===== src/rtl/lockdet_pkg.sv =====
package lockdet_pkg;

    typedef enum logic [1:0] {
        PH_IDLE     = 2'd0,
        PH_WAIT_FB  = 2'd1,
        PH_WAIT_REF = 2'd2
    } ph_state_e;

    typedef enum logic [1:0] {
        V_GOOD = 2'd0,
        V_MID  = 2'd1,
        V_BAD  = 2'd2
    } verdict_e;

    typedef struct packed {
        logic     valid;
        verdict_e verdict;
    } ph_result_t;

    function automatic verdict_e classify(input int unsigned err,
                                          input int unsigned acq,
                                          input int unsigned rel);
        if (err < acq)      return V_GOOD;
        else if (err > rel) return V_BAD;
        else                return V_MID;
    endfunction

    function automatic int unsigned max_u(input int unsigned a, input int unsigned b);
        return (a > b) ? a : b;
    endfunction

endpackage


===== src/rtl/lockdet_phase_meas.sv =====
module lockdet_phase_meas
    import lockdet_pkg::*;
#(
    parameter int unsigned ACQ_CYC     = 3,
    parameter int unsigned REL_CYC     = 5,
    parameter int unsigned TIMEOUT_CYC = 64
) (
    input  logic       clk,
    input  logic       rst,
    input  logic       ref_stb_i,
    input  logic       fb_stb_i,
    output ph_result_t res_o
);
    localparam int unsigned CNT_W = $clog2(TIMEOUT_CYC + 2);
    localparam logic [CNT_W-1:0] TMO = CNT_W'(TIMEOUT_CYC);

    ph_state_e        state_q, state_n;
    logic [CNT_W-1:0] cnt_q, cnt_n, step;
    ph_result_t       res_n;
    logic             other;

    always_comb begin
        state_n = state_q;
        cnt_n   = cnt_q;
        res_n   = '{valid: 1'b0, verdict: V_GOOD};
        step    = cnt_q + 1'b1;
        other   = (state_q == PH_WAIT_FB) ? fb_stb_i : ref_stb_i;
        case (state_q)
            PH_IDLE: begin
                cnt_n = '0;
                if (ref_stb_i && fb_stb_i) begin
                    res_n = '{valid: 1'b1, verdict: classify(0, ACQ_CYC, REL_CYC)};
                end else if (ref_stb_i) begin
                    state_n = PH_WAIT_FB;
                end else if (fb_stb_i) begin
                    state_n = PH_WAIT_REF;
                end
            end
            PH_WAIT_FB, PH_WAIT_REF: begin
                if (other) begin
                    res_n   = '{valid: 1'b1, verdict: classify(32'(step), ACQ_CYC, REL_CYC)};
                    state_n = PH_IDLE;
                    cnt_n   = '0;
                end else if (step >= TMO) begin
                    res_n   = '{valid: 1'b1, verdict: V_BAD};
                    state_n = PH_IDLE;
                    cnt_n   = '0;
                end else begin
                    cnt_n = step;
                end
            end
            default: begin
                state_n = PH_IDLE;
                cnt_n   = '0;
            end
        endcase
    end

    always_ff @(posedge clk) begin
        if (rst) begin
            state_q <= PH_IDLE;
            cnt_q   <= '0;
            res_o   <= '{valid: 1'b0, verdict: V_GOOD};
        end else begin
            state_q <= state_n;
            cnt_q   <= cnt_n;
            res_o   <= res_n;
        end
    end

    // a pending phase cycle never counts past the timeout
    p_wait_below_timeout_r7: assert property (@(posedge clk) disable iff (rst)
        (state_q != PH_IDLE) |-> (cnt_q < TMO));

    // the last waiting cycle without the partner edge ends in a bad result
    p_timeout_is_bad_r7: assert property (@(posedge clk) disable iff (rst)
        (state_q != PH_IDLE && step >= TMO && !other)
        |=> (res_o.valid && res_o.verdict == V_BAD && state_q == PH_IDLE));

endmodule


===== src/rtl/lockdet_run_ctr.sv =====
module lockdet_run_ctr
    import lockdet_pkg::*;
#(
    parameter int unsigned NEED_LO = 3,
    parameter int unsigned NEED_HI = 5
) (
    input  logic       clk,
    input  logic       rst,
    input  logic       mode_i,
    input  ph_result_t res_i,
    output logic       lock_o
);
    localparam int unsigned NMAX  = max_u(NEED_LO, NEED_HI);
    localparam int unsigned RUN_W = $clog2(NMAX + 1);
    localparam logic [RUN_W-1:0] N_LO = RUN_W'(NEED_LO);
    localparam logic [RUN_W-1:0] N_HI = RUN_W'(NEED_HI);

    logic [RUN_W-1:0] run_q, run_n, tgt_q, tgt_n, need_now, lim;
    logic             lock_n;

    always_comb begin
        need_now = mode_i ? N_HI : N_LO;
        lim      = (run_q == '0) ? need_now : tgt_q;
        run_n    = run_q;
        tgt_n    = tgt_q;
        lock_n   = lock_o;
        if (res_i.valid) begin
            if (!lock_o) begin
                if (res_i.verdict == V_GOOD) begin
                    if (run_q == '0) tgt_n = need_now;
                    if ((run_q + 1'b1) >= lim) begin
                        lock_n = 1'b1;
                        run_n  = '0;
                    end else begin
                        run_n = run_q + 1'b1;
                    end
                end else begin
                    run_n = '0;
                end
            end else if (res_i.verdict == V_BAD) begin
                lock_n = 1'b0;
                run_n  = '0;
            end
        end
    end

    always_ff @(posedge clk) begin
        if (rst) begin
            run_q  <= '0;
            tgt_q  <= N_LO;
            lock_o <= 1'b0;
        end else begin
            run_q  <= run_n;
            tgt_q  <= tgt_n;
            lock_o <= lock_n;
        end
    end

    // reset leaves the detector unlocked with an empty run
    p_reset_clear_r1: assert property (@(posedge clk)
        rst |=> (!lock_o && run_q == '0));

    // lock only rises on a good phase result
    p_rise_on_good_r3: assert property (@(posedge clk) disable iff (rst)
        $rose(lock_o) |-> $past(res_i.valid && res_i.verdict == V_GOOD));

    // lock only falls on a bad phase result
    p_fall_on_bad_r5: assert property (@(posedge clk) disable iff (rst)
        $fell(lock_o) |-> $past(res_i.valid && res_i.verdict == V_BAD));

    // an in-between error while unlocked empties the run
    p_mid_restarts_r6: assert property (@(posedge clk) disable iff (rst)
        (res_i.valid && res_i.verdict == V_MID && !lock_o) |=> (run_q == '0 && !lock_o));

    // a mode change alone never clears lock
    p_mode_keeps_lock_r8: assert property (@(posedge clk) disable iff (rst)
        (lock_o && !(res_i.valid && res_i.verdict == V_BAD)) |=> lock_o);

    // the run never reaches the larger lock count
    p_run_bounded_r4: assert property (@(posedge clk) disable iff (rst)
        run_q < RUN_W'(NMAX));

endmodule


===== src/rtl/lockdet_top.sv =====
module lockdet_top
    import lockdet_pkg::*;
#(
    parameter int unsigned ACQ_CYC     = 3,
    parameter int unsigned REL_CYC     = 5,
    parameter int unsigned TIMEOUT_CYC = 64,
    parameter int unsigned NEED_LO     = 3,
    parameter int unsigned NEED_HI     = 5
) (
    input  logic clk,
    input  logic rst,
    input  logic ref_stb_i,
    input  logic fb_stb_i,
    input  logic mode_i,
    output logic lock_o
);
    ph_result_t res;

    lockdet_phase_meas #(
        .ACQ_CYC(ACQ_CYC), .REL_CYC(REL_CYC), .TIMEOUT_CYC(TIMEOUT_CYC)
    ) meas_i (
        .clk(clk), .rst(rst), .ref_stb_i(ref_stb_i), .fb_stb_i(fb_stb_i), .res_o(res)
    );

    lockdet_run_ctr #(
        .NEED_LO(NEED_LO), .NEED_HI(NEED_HI)
    ) run_i (
        .clk(clk), .rst(rst), .mode_i(mode_i), .res_i(res), .lock_o(lock_o)
    );

    // a closed phase cycle is the only thing that can move lock
    p_lock_moves_on_result_r2: assert property (@(posedge clk) disable iff (rst)
        (lock_o != $past(lock_o)) |-> $past(res.valid));

endmodule


===== config.mk =====
export PLATFORM = sky130hd
export DESIGN_NAME = lockdet_top
export DESIGN_NICKNAME = d
export VERILOG_FILES = /design/src/rtl/lockdet_pkg.sv /design/src/rtl/lockdet_phase_meas.sv /design/src/rtl/lockdet_run_ctr.sv /design/src/rtl/lockdet_top.sv
export SDC_FILE = /design/constraint.sdc
export NUM_CORES = 1
export LEC_CHECK = 0
export BUFFER_PORTS_ARGS = -buffer_cell sky130_fd_sc_hd__buf_2
export CAP_MARGIN = 10
export CORE_MARGIN = 1
export CORE_UTILIZATION = 50
export DETAILED_ROUTE_END_ITERATION = 8
export GPL_TIMING_DRIVEN = 0
export PLACE_DENSITY = 0.68
export REMOVE_ABC_BUFFERS = 1
export SLEW_MARGIN = 40
export SYNTH_ARGS = -nofsm -noshare
export SYNTH_HDL_FRONTEND = slang
export SYNTH_SLANG_ARGS = --single-unit

===== constraint.sdc =====
create_clock -name clk -period 2.75 [get_ports clk]
set_input_delay 0.1375 -clock clk [delete_from_list [all_inputs] [get_ports clk]]
set_output_delay 0.1375 -clock clk [all_outputs]
set_load 0.01 [all_outputs]

; ---- Word level (Yosys, flattened, before mapping)
; Cells that the tools add are included.
; Widths: inputs -> output; s select.
[word_totals]
ff_bits = 19
latch_bits = 0
mem_bits_rw = 0
mem_bits_ro = 0
inputBits = 5
out_inout_bits = 1
mem_count = 0
[classes]
n_addsub = 2
mul = 0
div = 0
magnitude_cmp = 4
eq_ne = 7
shift = 0
muxes = 23
bitwise_logic = 2
n_reduce_logical = 9
[op_table]
columns = operator, n
row1 = $mux 3, 9
row2 = $mux 2, 7
row3 = $add 7x1->7 const B, 1
row4 = $ge 7x7->1 const B, 1
row5 = $gt 7x3->1 const B, 1
row6 = $lt 7x2->1 const B, 1
row7 = $pmux 3 s2, 1
row8 = $reduce_and 3->1, 2
row9 = $mux 1, 5
row10 = $eq 2x2->1 const B, 2
row11 = $logic_not 2->1, 2
row12 = $ne 2x2->1 const B, 2
row13 = $pmux 2 s2, 1
row14 = $reduce_or 4->1, 1
row15 = $add 3x1->3 const B, 1
row16 = $ge 3x3->1, 1
row17 = $logic_not 3->1, 1
row18 = $ne 3x1->1 const B, 1
row19 = $ne 3x3->1 const B, 1
row20 = $eq 2x1->1 const B, 1
row21 = $not 1->1, 2
row22 = $reduce_and 2->1, 1
row23 = $reduce_or 2->1, 1
row24 = $logic_and 1x1->1, 1

; ---- Depth between registers and ports, before layout
; Gate-level depths: netlist of the first run.
[depth]
ltp_word = 6
mapped_depth = 10
mapped_depth_nobuf = 10

; ---- Hierarchy
; Synthesis of the first run repeated with hierarchy kept, for this count alone.
[unflattened]
cells_unflattened = 124
hier_area_um2 = 1086.0
[modules_own_cells]
columns = module, instances, cells_per_inst, area_each_um2
row1 = lockdet_phase_meas, 1, 74, 650.6
row2 = lockdet_run_ctr, 1, 50, 435.4

; ---- Worst setup path after synthesis of the first run
; No wires, ideal clock.
[synth_path]
kind = flip-flop to flip-flop
from = register run_i.run_q[0]
to = register run_i.run_q[0]
setup_ns = 0.073
arrival_time_ns = 2.065
path_slack_ns = 0.612
stages_incl_launch_ff = 11
synth_period_minus_slack_ns = 2.138
path_cell_list = dfxtp_1 > inv_1 > ha_1 > nor2b_1 > or2_2 > ha_1 > nand2b_1 > a21o_1 > a211oi_2 > nor2_1 > nor3_2
[synth_via]
elab_chain_cells = 6
elab_cells_between_ends = 7
classes_between = add/sub (1) / order compare (1) / mux (4) / reduce/logical (1)
[synth_lines]
columns = element, line_no
row1 = from (decl), lockdet_run_ctr.sv:18  ; logic [RUN_W-1:0] run_q, run_n, tgt_q, tgt_n, need_now, lim;
row2 = from (signal assigned), lockdet_run_ctr.sv:53  ; run_q <= run_n;
row3 = $logic_not 3->1, lockdet_run_ctr.sv:23  ; lim = (run_q == '0) ? need_now : tgt_q;
row4 = $mux 3, -
row5 = named net run_i.lim[0], lockdet_run_ctr.sv:18
row6 = $ge 3x3->1, lockdet_run_ctr.sv:31  ; if ((run_q + 1'b1) >= lim) begin
row7 = $mux 3, lockdet_run_ctr.sv:31
row8 = $mux 3, lockdet_run_ctr.sv:29  ; if (res_i.verdict == V_GOOD) begin
row9 = $mux 3, lockdet_run_ctr.sv:28  ; if (!lock_o) begin
; The timed path passes the listed nets, and every way through them passes these cells.
; A chain may end at the register's enable or synchronous reset.

; ---- Final worst setup path of the first run
; Ends and elaborated chain as after synthesis.

==> out/results.tsv, run 1 <==
metric	value	unit
number of placement rows	15	
largest fanout on the critical path	5	
Initial Util	56.0	%
vias per inst	5.40	
Vias	777	
top-area cell type share of the netlist area	37.3	%
NumNets Final	135	
post-route minimum period	2.33	ns
Final Hold Vio Count	0	
Pint	0.388	mW
clock sinks	19	
clock buffer depth	2	
largest net degree at the start of global routing	11	
Switch Pwr	0.146	mW
CP required	2.98	ns
Routed Antenna Nets	0	
Core ar.	0.00182	sq mm
# setup viols final	0	
Max VDD drop	0.319	mV
Avg Synthesized Cell Area	9.19	sq um
max cap viols	0	
cts bufs inserted	3	
status	complete, no violations	
Net Sw Frac	27.3	%
Final period util	84.7	%
io pins	6	
TNS Setup	0	ns
Die Span Y	47.2	um
Total GRT Usage	17.2	%
DRC Markers	0	
Post-Place Cell Area	0.00107	sq mm
die area	0.00222	sq mm
fmax	429	MHz
post-CTS setup repair buffer count	0	
Netlist cell types	37	
die width	47.2	um
Crit Path Category	reg -> reg	
post-synthesis sequential area ratio	37.3	%
n_diodes	0	
synth-to-layout area growth	7.73	%
I/O Buffers	5	
clk slew on worst S/H paths	0.10	ns
Clock power frac	25.4	%
Synth top cells by count	dfxtp_1 (19), nor2_1 (15), ha_1 (10), inv_1 (10), nand2_1 (6)	
most numerous cell in the Yosys netlist	dfxtp_1	
Primary FF master, synth	dfxtp_1	
gpl congestion	0.744	
overflow left after global routing	0	
total power	0.534	mW
final instance area	0.00110	sq mm
Clock Latency Late Sink	0.29	ns
CP startpoint kind	register	
Resized Gates After CTS	0	
vias in the first global route	656	
YS warnings	0	
detailed router's first-iteration violation count	9	
Worst Path Arrival	2.56	ns
power share of the combinational group	18.5	%
final clock skew	0.00251	ns
CTS tree	built	
CP Capture Type	register	
share of layout cells above drive strength 1	16.8	%
synth top area cells	dfxtp_1 (37%), ha_1 (12%), nor2_1 (5.5%)	
Yosys reg bits	19	
first-pass GRT wire length	2.64	mm
ys async rst share	0	%
Synth area leader	dfxtp_1	
hold_ws	0.122	ns
htree depth	1	
Post-CTS Hold Buffers	0	
Hold/Removal Path Class	in -> reg	
Initial DRT Pass Iterations	4	
PwrDens	486	mW/mm^2
Netlist Area Pre-Place	0.00102	sq mm
LEAKAGE	0.457	nW
RSZ-0062 raised after global routing	no	
final wirelength	1.65	mm
clk root buf	clkbuf_4	
initial antenna violation count	0	
Synth Instances	111	
dpl hpwl	1.35	mm
EDFF count, synth	0	
max-slew violation count	0	
Avg WL per Cell	11.4	um
Seq pwr share	56.2	%
## metal layers
layer  GRT usage, %  vias to the layer above  wire, um
met3           5.77                        2        68
met4           3.43                        0        13
met5              0                        -         0
met1           21.6                      365       802
met2           28.9                       10       762
li1               -                      400         -
## cell usage in the layout, fill, tap and decap left out, drive strengths merged, types with 4 or more instances in the layout
| master | n |
|---|---|
| ha | 10 |
| clkbuf | 4 |
| dfxtp | 19 |
| nor2 | 15 |
| xor2 | 4 |
| buf | 5 |
| a21oi | 4 |
| mux2i | 4 |
| inv | 10 |
| nand3 | 5 |
| a211oi | 4 |
| nand2 | 6 |
| nand2b | 4 |
## cells by family (layout without fill, tap and decap cells)
kind of cell	Yosys count	count (layout)	synth area share, %
AOI/OAI and AO/OA	18	18	13.1
xor gates and xnor gates	5	5	4.29
adders and majority gates	10	10	12.3
buffers and inverters	11	19	4.05
DFF	19	19	37.3
muxes	4	4	3.93
other	1	1	0.368
and+or+nand+nor	43	43	24.7
## power by group through the flow
stage                     Sequential (mW)  Clock [mW]  Combinational [mW]
final                               0.300       0.135              0.0985
after global routing                0.302       0.149               0.110
after CTS                           0.300       0.142               0.100
after detailed placement            0.306           0              0.0995
after global placement              0.306           0              0.0955
after floorplan                     0.304           0              0.0765
## worst paths after layout
path                            cells past startpoint  slack [ns]      startpoint         endpoint
worst max-delay path                               10        0.42  run_i.run_q[0]   run_i.run_q[0]
worst min-delay path                                2        0.12       ref_stb_i  meas_i.res_o[2]
worst max register to register                     10        0.42  run_i.run_q[0]   run_i.run_q[0]
worst min register to register                      1        0.45  run_i.tgt_q[0]   run_i.tgt_q[0]
## critical path, cell delays in order, from the launching register on
cell      delay [ns]
dfxtp_1         0.39
inv_1           0.07
ha_1            0.19
nor2b_1         0.18
or2_2           0.29
ha_1            0.28
nand2b_1        0.14
a21o_1          0.20
a211oi_2        0.30
nor2_1          0.09
nor3_2          0.14
## metrics by stage
| stage | utilization, % | setup slack (ns) | instances |
|---|---|---|---|
| 6_report | 60.3 | 0.421 | 144 |
| 5_1_grt | 60.3 | 0.257 | 144 |
| 4_1_cts | 60.3 | 0.387 | 144 |
| 3_5_place_dp | 58.9 | 0.414 | 140 |
| 3_3_place_gp | 58.9 | 0.477 | 140 |
| 2_1_floorplan | - | 0.612 | 110 |
## flip-flops by register name (all words and copies together) (netlist names)
register	flops
run_i.run_q	3
meas_i.res_o	3
meas_i.state_q	2
run_i.tgt_q	3
meas_i.cnt_q	7
run_i.lock_o	1
## area by class of cell
cell class,count,area [sq um]
clock buffers,4,26.3
fillers,167,722
inverters,10,37.5
multi-input cells,81,598
flip-flops and latches,19,380
well taps,25,31.3
repair buffers,5,25.0
(Power assumes the default switching activity.)
==> run 2: changes to the inputs <==
PLACE_DENSITY = 0.7   (was 0.68)
clock period = 2.13 ns   (was 2.75 ns; I/O delays follow)
==> out/results.tsv, run 2 (synthesis gave the netlist of run 1 again) <==
metric	value	unit
status	complete, no violations	
die area	0.00222	sq mm
largest net degree at the start of global routing	12	
Final Hold Vio Count	0	
Core ar.	0.00182	sq mm
CP Capture Type	register	
PwrDens	620	mW/mm^2
detailed router's first-iteration violation count	12	
htree depth	1	
Routed Antenna Nets	0	
number of placement rows	15	
CP endpoint	run_i.run_q[1]	
Worst R2R Setup Slack	0.10	ns
Post-Place Cell Area	0.00107	sq mm
CTS tree	built	
TNS Setup	0	ns
cts bufs inserted	3	
cell mode on critical path	ha_4	
clock sinks	19	
clock buffer depth	2	
die width	47.2	um
CP Launch Point	run_i.run_q[0]	
vias in the first global route	674	
overflow left after global routing	0	
vias per inst	5.45	
largest fanout on the critical path	5	
dpl hpwl	1.30	mm
io pins	6	
Initial Util	56.0	%
max reg flops	7	
most frequent cells in the layout	dfxtp_1 (17), nor2_1 (15), inv_1 (8), ha_1 (8), nand2_1 (6)	
Hold/Removal Path Class	in -> reg	
register bank with the most flops	meas_i.cnt_q	
synth-to-layout area growth	13.7	%
clk root buf	clkbuf_4	
Die Span Y	47.2	um
Worst path depth	10	
CP cell instances	inv_2 -> ha_4 -> nor2b_4 -> or2_4 -> ha_4 -> nand2b_4 -> a21o_1 -> a211oi_2 -> a22oi_1 -> nor2_1	
Post-CTS Hold Buffers	0	
Worst Reg2Reg Path Length in Cells	10	
Fillers	163	
Avg WL per Cell	11.8	um
gpl congestion	0.766	
# setup viols final	0	
post-route core utilization	63.7	%
CP startpoint kind	register	
Buf+Inv Stages, Crit Path	1	
Total GRT Usage	18.5	%
post-route minimum period	2.03	ns
CP max stage cell	dfxtp_2	
DRC Markers	0	
share of layout cells above drive strength 1	25.6	%
first-pass GRT wire length	2.75	mm
Max VDD drop	0.468	mV
n_diodes	0	
Final period util	95.1	%
I/O Buffers	5	
Worst Path Arrival	2.26	ns
cell family with most CP delay	simple AND/OR/NAND/NOR gates	
max-slew violation count	0	
worst hold path depth	2	
hold_ws	0.0811	ns
Reg-to-Reg Start	run_i.run_q[0]	
R2R Path End	run_i.run_q[1]	
clk slew on worst S/H paths	0.11	ns
final clock skew	0.0110	ns
final wirelength	1.72	mm
Crit Path Category	reg -> reg	
final instance area	0.00116	sq mm
Initial DRT Pass Iterations	6	
Vias	796	
CP required	2.36	ns
NumNets Final	137	
LEAKAGE	0.496	nW
commonest non-fill, non-tap cell in the layout	dfxtp_1	
Worst path max stage delay	0.35	ns
max cap viols	0	
initial antenna violation count	0	
fmax	494	MHz
Clock Latency Late Sink	0.30	ns
## run 2: cell types whose count changed in the layout (fill, tap and decap cells not counted), sizes merged
cell	delta
buf	+2
clkinv	+1
clkbuf	-1
## run 2: worst min-delay path by stage
stage                    from                 to  slack [ns]
floorplan                 rst  meas_i.state_q[0]        0.18
finish              ref_stb_i    meas_i.res_o[2]        0.08
CTS                 ref_stb_i    meas_i.res_o[2]        0.06
detailed placement  ref_stb_i    meas_i.res_o[2]        0.40
global route              rst     run_i.run_q[0]        0.08
global placement    ref_stb_i    meas_i.res_o[2]        0.40
## run 2: per-stage QoR
step,power (mW),setup WS (ns),instances
after global routing,0.761,-0.0329,146
after floorplan,0.491,-0.00772,110
after detailed placement,0.521,-0.174,140
after CTS,0.720,0.00275,145
final,0.719,0.105,146
after global placement,0.516,-0.126,140
## run 2: worst reg2reg max path: cells and delay by family, from the launching register on
kind	cells	cell delay, ns
and+or+nand+nor	4	0.61
AOI/OAI and AO/OA	3	0.61
DFF	1	0.35
adders and majority gates	2	0.34
buffers and inverters	1	0.05
## run 2: layout make-up
| cell class | instances | area (sq um) | share of cell area (%) |
|---|---|---|---|
| repair buffers | 7 | 40.0 | 3.45 |
| clock buffers | 3 | 22.5 | 1.94 |
| flip-flops and latches | 19 | 383 | 33.0 |
| clock inverters | 1 | 5.00 | 0.432 |
| well taps | 25 | 31.3 | 2.70 |
| inverters | 10 | 37.5 | 3.24 |
| multi-input cells | 81 | 641 | 55.2 |
## run 2: metal layers
| metal | GRT usage [%] | wire (um) | vias to the layer above |
|---|---|---|---|
| met3 | 6.92 | 51 | 5 |
| met2 | 31.7 | 843 | 7 |
| met4 | 8.57 | 31 | 0 |
| met1 | 20.3 | 791 | 378 |
| met5 | 0 | 0 | - |
| li1 | - | - | 406 |
## run 2: repair_timing
action                                  CTS  global route
cloned                                    0             0
pin swaps                                 7             5
resized for setup                         5             6
setup buffers                             1             1
endpoints found under the hold margin     0             0
endpoints found under the setup margin    4             4
## run 2: where the power goes
group	switching [mW]	internal [mW]	total [mW]	leakage, nW
logic	0.0794	0.0708	0.150	0.323
registers	0.0142	0.373	0.387	0.156
clock network	0.112	0.0701	0.182	0.0177
